<file path="config.mk">
export PLATFORM = sky130hd
export DESIGN_NAME = spi_flash_provisioner
export DESIGN_NICKNAME = d
export VERILOG_FILES = /design/src/rtl/spi_flash_provisioner.sv
export SDC_FILE = /design/constraint.sdc
export NUM_CORES = 1
export LEC_CHECK = 0
export ABC_AREA = 1
export ABC_CLOCK_PERIOD_IN_PS = 3400
export BUFFER_PORTS_ARGS = -buffer_cell sky130_fd_sc_hd__buf_2
export CORE_ASPECT_RATIO = 0.8
export CORE_MARGIN = 1.5
export CORE_UTILIZATION = 50
export CTS_CLUSTER_DIAMETER = 100
export DETAILED_ROUTE_END_ITERATION = 12
export PLACE_DENSITY = 0.7
export SYNTH_ARGS = -nofsm -noshare
export SYNTH_HDL_FRONTEND = slang
export SYNTH_SLANG_ARGS = --single-unit
</file>
<file path="constraint.sdc">
create_clock -name clk -period 3.4 [get_ports clk]
set_clock_uncertainty 0.15 [all_clocks]
set_input_delay 0.51 -clock clk [delete_from_list [all_inputs] [get_ports clk]]
set_output_delay 0.51 -clock clk [all_outputs]
set_load 0.03 [all_outputs]
</file>
<file path="src/rtl/spi_flash_provisioner.sv">
module spi_flash_provisioner #(
  parameter int HALF_CYC     = 2,
  parameter int US_CYC       = 50,
  parameter int SRC_AW       = 16,
  parameter int STAGE_PAGES  = 4,
  parameter int CODE_SECTORS = 8,
  parameter logic [23:0] CODE_BASE = 24'h010000
) (
  input  logic              clk,
  input  logic              rst_n,
  input  logic              start,
  input  logic [23:0]       code_len,
  output logic              src_region,
  output logic [SRC_AW-1:0] src_addr,
  input  logic [7:0]        src_byte,
  output logic              cs_n,
  output logic              sck,
  output logic              mosi,
  input  logic              miso,
  output logic              done,
  output logic              reboot_req
);
  localparam int HW  = $clog2(2*HALF_CYC+1);
  localparam int W2  = 2*US_CYC;
  localparam int W50 = 50*US_CYC;
  localparam int DW  = $clog2(W50+1);
  localparam int SW  = $clog2(CODE_SECTORS+1);

  typedef enum logic [4:0] {
    PH_IDLE, PH_POLL0, PH_ID, PH_W2, PH_RSTEN, PH_RST, PH_W50, PH_WEN, PH_UNLK,
    PH_POLL1, PH_EWEN, PH_ERASE, PH_EPOLL, PH_PWEN, PH_PROG, PH_PPOLL, PH_WEND, PH_FIN
  } phase_t;
  typedef enum logic [1:0] {F_IDLE, F_BIT, F_TAIL, F_GAP} fst_t;

  phase_t phase;
  fst_t   fst;
  logic [HW-1:0] hcnt;
  logic [2:0]    bitn;
  logic [8:0]    bidx;
  logic [7:0]    txsh, rxsh;
  logic [DW-1:0] dcnt;
  logic [SW-1:0] sec;
  logic [16:0]   pleft, cpages;
  logic [23:0]   poff;
  logic [31:0]   len_q;
  logic          region;

  logic [7:0]  opcode, nbyte, pdata;
  logic [8:0]  flen, nidx;
  logic [23:0] off, faddr, ea;
  logic        is_frame, is_poll, fdone, half_t;

  always_comb begin
    opcode = 8'h00;
    flen   = 9'd1;
    unique case (phase)
      PH_POLL0, PH_POLL1, PH_EPOLL, PH_PPOLL: begin opcode = 8'h05; flen = 9'd2; end
      PH_ID:    begin opcode = 8'hAB; flen = 9'd5; end
      PH_RSTEN: opcode = 8'h66;
      PH_RST:   opcode = 8'h99;
      PH_WEN, PH_EWEN, PH_PWEN: opcode = 8'h06;
      PH_UNLK:  opcode = 8'h98;
      PH_ERASE: begin opcode = 8'hD8; flen = 9'd4; end
      PH_PROG:  begin opcode = 8'h02; flen = 9'd260; end
      default:  ;
    endcase
  end

  assign is_poll  = phase inside {PH_POLL0, PH_POLL1, PH_EPOLL, PH_PPOLL};
  assign is_frame = is_poll || (phase inside {PH_ID, PH_RSTEN, PH_RST, PH_WEN, PH_UNLK,
                                              PH_EWEN, PH_ERASE, PH_PWEN, PH_PROG});
  assign half_t = hcnt == HW'(HALF_CYC-1);
  assign fdone  = (fst == F_GAP) && (hcnt == HW'(2*HALF_CYC-1));

  assign nidx  = bidx + 9'd1;
  assign off   = poff + 24'(nidx) - 24'd4;
  assign ea    = (sec == '0) ? 24'h0 : (24'(sec) << 16);
  assign faddr = (phase == PH_ERASE) ? ea :
                 (phase == PH_PROG)  ? (region ? CODE_BASE + poff : poff) : 24'h0;

  assign src_region = region;
  assign src_addr   = region ? SRC_AW'(off - 24'd4) : SRC_AW'(off);
  assign pdata      = (region && off < 24'd4) ? len_q[{off[1:0], 3'b000} +: 8] : src_byte;

  always_comb begin
    unique case (nidx)
      9'd1:    nbyte = faddr[23:16];
      9'd2:    nbyte = faddr[15:8];
      9'd3:    nbyte = faddr[7:0];
      default: nbyte = (phase == PH_PROG) ? pdata : 8'h00;
    endcase
  end

  always_ff @(posedge clk or negedge rst_n) begin
    if (!rst_n) begin
      phase <= PH_IDLE; fst <= F_IDLE;
      cs_n <= 1'b1; sck <= 1'b0; mosi <= 1'b0;
      hcnt <= '0; bitn <= '0; bidx <= '0; txsh <= '0; rxsh <= '0;
      dcnt <= '0; sec <= '0; pleft <= '0; cpages <= '0; poff <= '0;
      len_q <= '0; region <= 1'b0; done <= 1'b0; reboot_req <= 1'b0;
    end else begin
      reboot_req <= 1'b0;

      unique case (fst)
        F_IDLE: if (is_frame) begin
          cs_n <= 1'b0; mosi <= opcode[7]; txsh <= {opcode[6:0], 1'b0};
          bidx <= '0; bitn <= '0; hcnt <= '0; fst <= F_BIT;
        end
        F_BIT: if (half_t) begin
          hcnt <= '0;
          if (!sck) begin
            sck  <= 1'b1;
            rxsh <= {rxsh[6:0], miso};
          end else begin
            sck <= 1'b0;
            if (bitn == 3'd7) begin
              bitn <= '0;
              if (bidx == flen - 9'd1) fst <= F_TAIL;
              else begin
                bidx <= nidx; mosi <= nbyte[7]; txsh <= {nbyte[6:0], 1'b0};
              end
            end else begin
              bitn <= bitn + 3'd1; mosi <= txsh[7]; txsh <= {txsh[6:0], 1'b0};
            end
          end
        end else hcnt <= hcnt + HW'(1);
        F_TAIL: if (half_t) begin
          cs_n <= 1'b1; mosi <= 1'b0; hcnt <= '0; fst <= F_GAP;
        end else hcnt <= hcnt + HW'(1);
        F_GAP: if (fdone) begin
          hcnt <= '0; fst <= F_IDLE;
        end else hcnt <= hcnt + HW'(1);
        default: fst <= F_IDLE;
      endcase

      unique case (phase)
        PH_IDLE: if (start) begin
          len_q  <= {8'h00, code_len};
          cpages <= {1'b0, code_len[23:8]} + 17'd2;
          done   <= 1'b0;
          phase  <= PH_POLL0;
        end
        PH_POLL0: if (fdone && !rxsh[0]) phase <= PH_ID;
        PH_ID:    if (fdone) begin dcnt <= DW'(W2-1); phase <= PH_W2; end
        PH_W2:    if (dcnt == '0) phase <= PH_RSTEN; else dcnt <= dcnt - DW'(1);
        PH_RSTEN: if (fdone) phase <= PH_RST;
        PH_RST:   if (fdone) begin dcnt <= DW'(W50-1); phase <= PH_W50; end
        PH_W50:   if (dcnt == '0) phase <= PH_WEN; else dcnt <= dcnt - DW'(1);
        PH_WEN:   if (fdone) phase <= PH_UNLK;
        PH_UNLK:  if (fdone) phase <= PH_POLL1;
        PH_POLL1: if (fdone && !rxsh[0]) begin sec <= '0; phase <= PH_EWEN; end
        PH_EWEN:  if (fdone) phase <= PH_ERASE;
        PH_ERASE: if (fdone) phase <= PH_EPOLL;
        PH_EPOLL: if (fdone && !rxsh[0]) begin
          if (sec == SW'(CODE_SECTORS)) begin
            region <= 1'b0; poff <= '0; pleft <= 17'(STAGE_PAGES); phase <= PH_PWEN;
          end else begin
            sec <= sec + SW'(1); phase <= PH_EWEN;
          end
        end
        PH_PWEN:  if (fdone) phase <= PH_PROG;
        PH_PROG:  if (fdone) phase <= PH_PPOLL;
        PH_PPOLL: if (fdone && !rxsh[0]) begin
          if (pleft == 17'd1) begin
            if (region) begin
              dcnt <= DW'(W2-1); phase <= PH_WEND;
            end else begin
              region <= 1'b1; poff <= '0; pleft <= cpages; phase <= PH_PWEN;
            end
          end else begin
            pleft <= pleft - 17'd1; poff <= poff + 24'd256; phase <= PH_PWEN;
          end
        end
        PH_WEND:  if (dcnt == '0) phase <= PH_FIN; else dcnt <= dcnt - DW'(1);
        PH_FIN: begin
          done <= 1'b1; reboot_req <= 1'b1; region <= 1'b0; phase <= PH_IDLE;
        end
        default: phase <= PH_IDLE;
      endcase
    end
  end
endmodule

</file>
* Word level (Yosys, flattened, before mapping)
Cells that the tools add are included.
** Word-level totals
- Word-level logic and storage cells :: 235
- Flip-flop bits (word level) :: 135
- Input port bits :: 36
** Operators by class
- Reduce and logical (&&, ||, !) cells :: 38
- Magnitude comparators :: 1
- Add/subtract/negate cells :: 13
- Shifts and indexed selects :: 1
- Muxes and demuxes :: 101
- Bitwise logic cells :: 1
- Equal/unequal tests :: 61
** Operators by type and width (number)
- $mux W24 :: 8
- $mux W5 :: 19
- $mux W17 :: 5
- $pmux W5 S17 :: 1
- $mux W12 :: 6
- $pmux W8 S8 :: 1
- $mux W8 :: 7
- $ne A2 B2 Y1 const B :: 24
- $pmux W12 S4 :: 1
- $pmux W24 S2 :: 1
- $mux W9 :: 5
- $eq A5 B4 Y1 const B :: 8
- $pmux W9 S4 :: 1
- $pmux W17 S2 :: 1
- $shiftx A32 B6 Y8 :: 1
- $add A17 B24 Y24 const A :: 1
- $add A24 B9 Y24 :: 1
- $add A24 B9 Y24 const B :: 1
- $lt A24 B3 Y1 const B :: 1
- $pmux W8 S3 :: 1
- $sub A24 B3 Y24 const B :: 1
- $mux W3 :: 7
- $eq A5 B3 Y1 const B :: 4
- $mux W20 :: 1
- 57 further kinds :: 109

* Logic depth before layout (Yosys ltp)
Gate-level depths: netlist of run 1.
- Word-level depth :: 13
- Gate-level depth with buffers :: 29

* Worst setup path after synthesis of run 1
Ideal clock, no wire load.
- Path type :: register to output
- From :: reg bidx[1]
- To :: out src_addr[14]
- Buffers on the path :: 0
- Arrival time :: 3.380 ns
- Cell stages (with the launch flop) :: 23
- Slack :: -0.640 ns
- Cells stage by stage :: dfrtp_1 > ha_1 > nand3_1 > nor2_1 > nand4_1 > xor2_1 > inv_1 > ha_1 > inv_1 > ha_1 > nand2_1 > inv_1 > nand2_1 > nand2_1 > inv_1 > nand2_1 > nand2_1 > nand2_1 > nor2_1 > nand3_1 > nor2_1 > nand3_1 > xor2_1
** On the way
- Cells in the longest elaborated chain, start to end :: 5
** RTL lines
- start: declaration :: RTL line 39 : logic [8:0] bidx;
- start signal: assignment :: RTL line 120 : bidx <= nidx; mosi <= nbyte[7]; txsh <= {nbyte[6:0], 1'b0};
- $add A9 B1 Y9 (*) :: RTL line 75 : assign nidx = bidx + 9'd1;
- $add A24 B9 Y24 (*) :: RTL line 76 : assign off = poff + 24'(nidx) - 24'd4;
- $sub A24 B3 Y24 (*) :: RTL line 76
- $sub A16 B3 Y16 :: RTL line 82 : assign src_addr = region ? SRC_AW'(off - 24'd4) : SRC_AW'(off);
- $mux W16 (*) :: RTL line 82
- end: declaration :: RTL line 14 : output logic [SRC_AW-1:0] src_addr,
Every way passes the cells marked *; elsewhere a longest branch is shown, timed or not.

* Final worst setup path of run 1
- From :: reg bidx[0]
- To :: out src_addr[14]
The elaborated chain is that of the path after synthesis.

==> results.toml, run 1 <==
[worst_setup_path]
cpPeakStageDelay_ns = 0.35
worstRegToRegCells = 29
crit_path_end_kind = "output pin"
endpoint = "src_addr[14]"
reg2reg_setup_slack_ns = -0.46
path_delay_family = "simple AND/OR/NAND/NOR gates"
path_class = "flip-flop to output pin"
crit_chain = "ha_2, nand3_2, nor2_2, nand4_1, xor2_2, inv_2, ha_4, inv_2, ha_4, nand2_4, inv_2, nand2_2, nand2_2, inv_2, nand2_2, nand2_2, nand2_4, nor2_4, nand3_4, nor2_4, nand3_4, xor2_4, buf_6"
crit_cells = 23
critPathSlowestCell = "dfrtp_1"
crit_buf_inv = 5
startpoint_type = "flip-flop"
arrival_ns = 3.47
path_max_fanout = 4
reg2reg_to = "txsh[1]"
cp.required_ns = 2.74
startpoint = "bidx[0]"
timing.rr.start = "bidx[0]"

[power]
power_density_nw_per_um2 = 635.7
ir_drop_v = 0.0004317
p_leak_nw = 6.616
total_power_w = 0.008194

[logic_synthesis]
netlist_area_um2 = 9886
synth_edf_count = 0
async_flop_share = 1.000
synthCells = 1468
synth_seq_area_share = 0.3165
yosys_register_bits = 125
ys.flop_type = "dfrtp_1"
synth_top_area_frac = 0.3139
synthTopCellsByArea = "dfrtp_1 (31%), nand2_1 (15%), inv_1 (8.7%)"
ys_types = 53
synth_warnings = 0
syn_avg_cell_area_um2 = 6.734
yosys.area.top_type = "dfrtp_1"

[grt]
grt_pass1_vias = 9431
gr-total-overflow = 0
grt_util_met1 = 0.3747
grt.met3_usage = 0.05480
grt_max_degree = 80
busiest_layer = "met2"
grtUsageTotal = 0.2836
antenna_found_initial = 0
grt_pass1_wl_mm = 46.63
met2_usage = 0.4770

[route]
via_per_inst = 5.329
ant_nets = 0
drc = 0
num_vias = 10260
drtIter0Drc = 752
wl_mm = 29.53
post_drt_wl_per_cell_um = 15.33
first_pass_iters = 5

[sta]
rsz0062_at_grt = "true"
hold_slack_ns = 0.1323
hold_viol_final = 0
slew_headroom = 0.5597
finalWorstSetupSlack_ns = -0.7294
final-setup-viol-count = 20
fin_crit_sh = 1.215
final_max_slew_viol_count = 0
worstMarginPinSlew_ns = 0.6604
period_minus_slack_ns = 4.129
fmax_mhz = 242.2

[clock_network]
cts_tree = "yes"
root_buffer = "clkbuf_16"
clock-sinks = 125
h-tree-depth = 4
worstSkewPairLatency_ns = 0.43
cts_buffers = 17
cts.path.max_buffers = 2
clkTransAtPathRegs_ns = 0.06

[floorplan]
rows = 45
pin_count = 58
core_area_um2 = 19200
die_height_um = 128.8
die_w_um = 160.2
initial_core_util = 0.5149
die_area_um2 = 20630

[cells_and_area]
area_growth_pct = 30.40
insertedDiodeCount = 0
final_common_cell = "nand2_1"
layout_common_cells = "nand2_1 (332), inv_1 (211), nor2_1 (144)"
fin_cells = 1926
drive_gt1_frac = 0.2554
fin_nets = 1751

[place]
dpl.cell_count = 1865
hpwl_mm = 21.59
portBuffers = 57
place_congestion = 0.9254

[min_path]
hp-class = "input pin to flip-flop"
min_path_cells = 3

[run]
drv_cap = 0

[outcome]
outcome = "finished, violations left"
violations = "setup timing"
[final cells by class]
type / instances / area (um^2)
fill: 1604 / 6309
sequential: 125 / 3134
timing repair buffer: 189 / 1394
clock buffer: 17 / 425.4
tap: 258 / 322.8
clock inverter: 15 / 210.2
inverter: 244 / 915.9
multi-input combinational: 1078 / 6489
[flip-flops by register name, indices dropped and copies added (netlist names)]
register and count:
rxsh 1, bitn 3, mosi 1, bidx 9, sec 4, len_q 23
done 1, poff 16, src_region 1, fst 2, cpages 17, hcnt 3
sck 1, txsh 7, dcnt 12, phase 5, cs_n 1, reboot_req 1
pleft 17
[routing by layer]
layer / wire, um / part of all wire
met1: 13340 / 0.45
met2: 13950 / 0.47
met3: 1650 / 0.056
met4: 589 / 0.020
met5: 0 / 0
[kinds of logic (layout without fill, tap and decap cells)]
| kind of cell | count (synthesis) | in the layout | share of synthesized area |
|---|---|---|---|
| AOI/OAI and AO/OA | 227 | 227 | 0.1337 |
| buffers and inverters | 266 | 465 | 0.1024 |
| and+or+nand+nor | 741 | 741 | 0.3258 |
| adders and majority gates | 60 | 60 | 0.07670 |
| xor gates and xnor gates | 46 | 46 | 0.04303 |
| DFF | 125 | 125 | 0.3165 |
| muxes | 1 | 1 | 0.001139 |
| other | 2 | 3 | 0.0007597 |
[how the worst min path moves through the flow]
| stage | start | end | slack [ns] |
|---|---|---|---|
| 2_1_floorplan | rst_n | bidx[0] | 0.06 |
| 3_3_place_gp | rst_n | pleft[10] | 0.30 |
| 3_5_place_dp | rst_n | pleft[13] | 0.31 |
| 4_1_cts | code_len[5] | len_q[5] | 0.12 |
| 5_1_grt | code_len[5] | len_q[5] | 0.13 |
| 6_report | code_len[5] | len_q[5] | 0.13 |
[stage by stage]
stage	TNS, ns	utilization	worst slack (ns)	instance area, um^2
after floorplan	-3.328	-	-0.3873	10050
final	-8.970	0.6714	-0.7294	12890
after global routing	-12.09	0.6714	-0.8840	12890
after detailed placement	-5.469	0.5914	-0.4457	11350
after CTS	-7.433	0.6519	-0.7193	12520
after global placement	-4.473	0.5914	-0.3655	11350
[worst min-delay path, cell delays in order]
cell and delay (ns):
buf_2 0.07, nand2_1 0.04, o21ai_0 0.06
[synthesized netlist by cell type, types with 7 or more instances]
cell      instances
nand2_1         383
inv_1           229
nor2_1          166
dfrtp_1         124
o21ai_0          91
nand3_1          87
a21oi_1          66
ha_1             59
nor3_1           36
xor2_1           35
nand4_1          25
o22ai_1          14
inv_2            13
clkbuf_1         12
nor2_2           12
buf_2             8
o211ai_1          8
xnor2_1           8
a22oi_1           7
o21ai_1           7
[power breakdown]
| group | total [W] | internal [W] | switching (W) |
|---|---|---|---|
| clock network | 0.00200 | 0.00124 | 0.000756 |
| registers | 0.00216 | 0.00191 | 0.000257 |
| logic | 0.00403 | 0.00146 | 0.00257 |
[timing repair]
action	in CTS	in global routing
endpoints found under the hold margin	25	0
resized for setup	91	87
hold buffers	1	0
pin swaps	50	36
setup buffers	20	13
endpoints found under the setup margin	20	29
Note: power is estimated with default switching activity, not from simulation.
==> run 2: changes to the inputs <==
--- a/config.mk
+++ b/config.mk
@@ -13,7 +13,8 @@
 export CORE_UTILIZATION = 50
 export CTS_CLUSTER_DIAMETER = 100
 export DETAILED_ROUTE_END_ITERATION = 12
-export PLACE_DENSITY = 0.7
+export PLACE_DENSITY_LB_ADDON = 0.3
+export SLEW_MARGIN = 20
 export SYNTH_ARGS = -nofsm -noshare
 export SYNTH_HDL_FRONTEND = slang
 export SYNTH_SLANG_ARGS = --single-unit
==> run 2 against run 1 <==
Compared with the run above: the run still ends with setup timing left; clock power fell by 10%; combinational power fell by 2%; global-route usage fell by 0.63 points; critical endpoint is now src_addr[15]; largest cell class unchanged; highest routed layer unchanged.
==> results.toml, run 2 (synthesis results as in run 1) <==
[worst_setup_path]
timing.rr.start = "bidx[0]"
cp.required_ns = 2.74
arrival_ns = 3.56
path_class = "flip-flop to output pin"
crit_chain = "ha_2, nand3_2, nor2_4, nand4_1, xor2_2, inv_2, ha_4, inv_2, ha_4, nand2_4, inv_2, nand2_2, nand2_2, nand2_1, nand3_2, nand2_1, nand2_2, inv_1, nor2_1, nand4_1, xor2_4, buf_6"
crit_path_end_kind = "output pin"
cpPeakStageDelay_ns = 0.38
path_max_fanout = 4
worstRegToRegCells = 30
reg2reg_setup_slack_ns = -0.62
startpoint_type = "flip-flop"
critPathSlowestCell = "dfrtp_1"
reg2reg_to = "txsh[4]"

[route]
drc = 0
num_vias = 10350
post_drt_wl_per_cell_um = 15.23
ant_nets = 0
drtIter0Drc = 967
via_per_inst = 5.382
first_pass_iters = 5
wl_mm = 29.27

[grt]
grt_pass1_vias = 9454
gr-total-overflow = 0
grt_max_degree = 80
antenna_found_initial = 0
grt_pass1_wl_mm = 45.82
grtUsageTotal = 0.2773

[clock_network]
clock-sinks = 125
root_buffer = "clkbuf_16"
cts_tree = "yes"
h-tree-depth = 4
cts_buffers = 17
cts.path.max_buffers = 2
clkTransAtPathRegs_ns = 0.06
worstSkewPairLatency_ns = 0.42

[cells_and_area]
area_growth_pct = 28.77
fin_nets = 1748
postLayoutCellArea_um2 = 12730
largest_reg_flops = 23
top_regs = "len_q x23, cpages x17, pleft x17"
insertedDiodeCount = 0
final_common_cell = "nand2_1"
layout_common_cells = "nand2_1 (332), inv_1 (210), nor2_1 (151)"
drive_gt1_frac = 0.2404
largest-register = "len_q"

[floorplan]
core_area_um2 = 19200
initial_core_util = 0.5149
die_w_um = 160.2
die_area_um2 = 20630
pin_count = 58
die_height_um = 128.8
rows = 45

[power]
ir_drop_v = 0.0004605
power_density_nw_per_um2 = 620.2
p_leak_nw = 6.555

[min_path]
min_path_cells = 3
hold_end = "len_q[2]"
min_from = "code_len[2]"
hp-class = "input pin to flip-flop"

[sta]
rsz0062_at_grt = "true"
period_minus_slack_ns = 4.215
final-setup-viol-count = 19
finalWorstSetupSlack_ns = -0.8151
hold_viol_final = 0
worstMarginPinSlew_ns = 0.6555
slew_headroom = 0.5630
fin_crit_sh = 1.240
fmax_mhz = 237.2
final_max_slew_viol_count = 0

[place]
placed_area_um2 = 11340
place_congestion = 0.9177
portBuffers = 57
hpwl_mm = 21.36
dpl_worst_slack_ns = -0.5005

[run]
drv_cap = 0

[outcome]
outcome = "finished, violations left"
violations = "setup timing"
run 2: changes by cell type in the layout (fill, tap and decap cells not counted), moves of 3 or more:
cell      delta
nor2_2       -5
a21oi_1      +5
nor2_1       +7
clkbuf_1     +3
buf_4        -6
dfrtp_2      -4
a21oi_2      -5
nand3_2      -4
dfrtp_1      +4
nand3_1      +4
run 2: final cells by class:
class	instances	area, um^2
Fill cell	1617	6470
Multi-Input combinational cell	1078	6400
Sequential cell	125	3129
Timing Repair Buffer	186	1385
Inverter	244	915.9
Clock buffer	22	464.2
Tap cell	258	322.8
Clock inverter	9	112.6
run 2: power breakdown:
part,switching (W),internal (W)
sequential,0.000264,0.00191
clock,0.000680,0.00112
combinational,0.00251,0.00142
run 2: worst max path at each step:
stage / startpoint / endpoint / slack [ns] / cells after the start
final: bidx[0] / src_addr[15] / -0.82 / 22
after global routing: bidx[0] / src_addr[15] / -1.02 / 20
after CTS: bidx[0] / src_addr[14] / -0.72 / 23
after detailed placement: bidx[1] / src_addr[15] / -0.50 / 20
after global placement: bidx[1] / src_addr[15] / -0.37 / 22
after floorplan: bidx[1] / src_addr[15] / -0.39 / 21
run 2: what timing repair did:
item | CTS | global route
setup buffers | 13 | 19
hold buffers | 1 | 0
resized for setup | 47 | 105
hold endpoints to repair | 45 | 0
setup endpoints to repair | 20 | 22
pin swaps | 31 | 33
run 2: metrics by stage:
stage | cells | utilization | total power, W | TNS, ns | hold slack, ns
4_1_cts | 1907 | 0.6374 | 0.007645 | -8.586 | 0.1401
3_5_place_dp | 1863 | 0.5906 | 0.005710 | -5.909 | 0.3091
6_report | 1922 | 0.6630 | 0.007895 | -10.31 | 0.1427
5_1_grt | 1922 | 0.6630 | 0.008420 | -13.83 | 0.1356
2_1_floorplan | 1469 | - | 0.004658 | -3.328 | 0.06441
3_3_place_gp | 1863 | 0.5906 | 0.005622 | -4.300 | 0.3048
run 2: layer usage:
| metal | vias to the layer above | GRT usage | part of all wire |
|---|---|---|---|
| met5 | - | 0 | 0 |
| met4 | 0 | 0.07202 | 0.023 |
| met3 | 62 | 0.05932 | 0.063 |
| met2 | 371 | 0.4494 | 0.46 |
| met1 | 4818 | 0.3790 | 0.45 |
| li1 | 5094 | - | - |
run 2: critical path, delay by kind of cell (launching register included):
family                   cells  cell delay [ns]
XOR/XNOR                     2             0.42
adder cells (fa/ha/maj)      3             0.77
buffers and inverters        5             0.37
flip-flops                   1             0.38
AND/OR/NAND/NOR             12             1.17
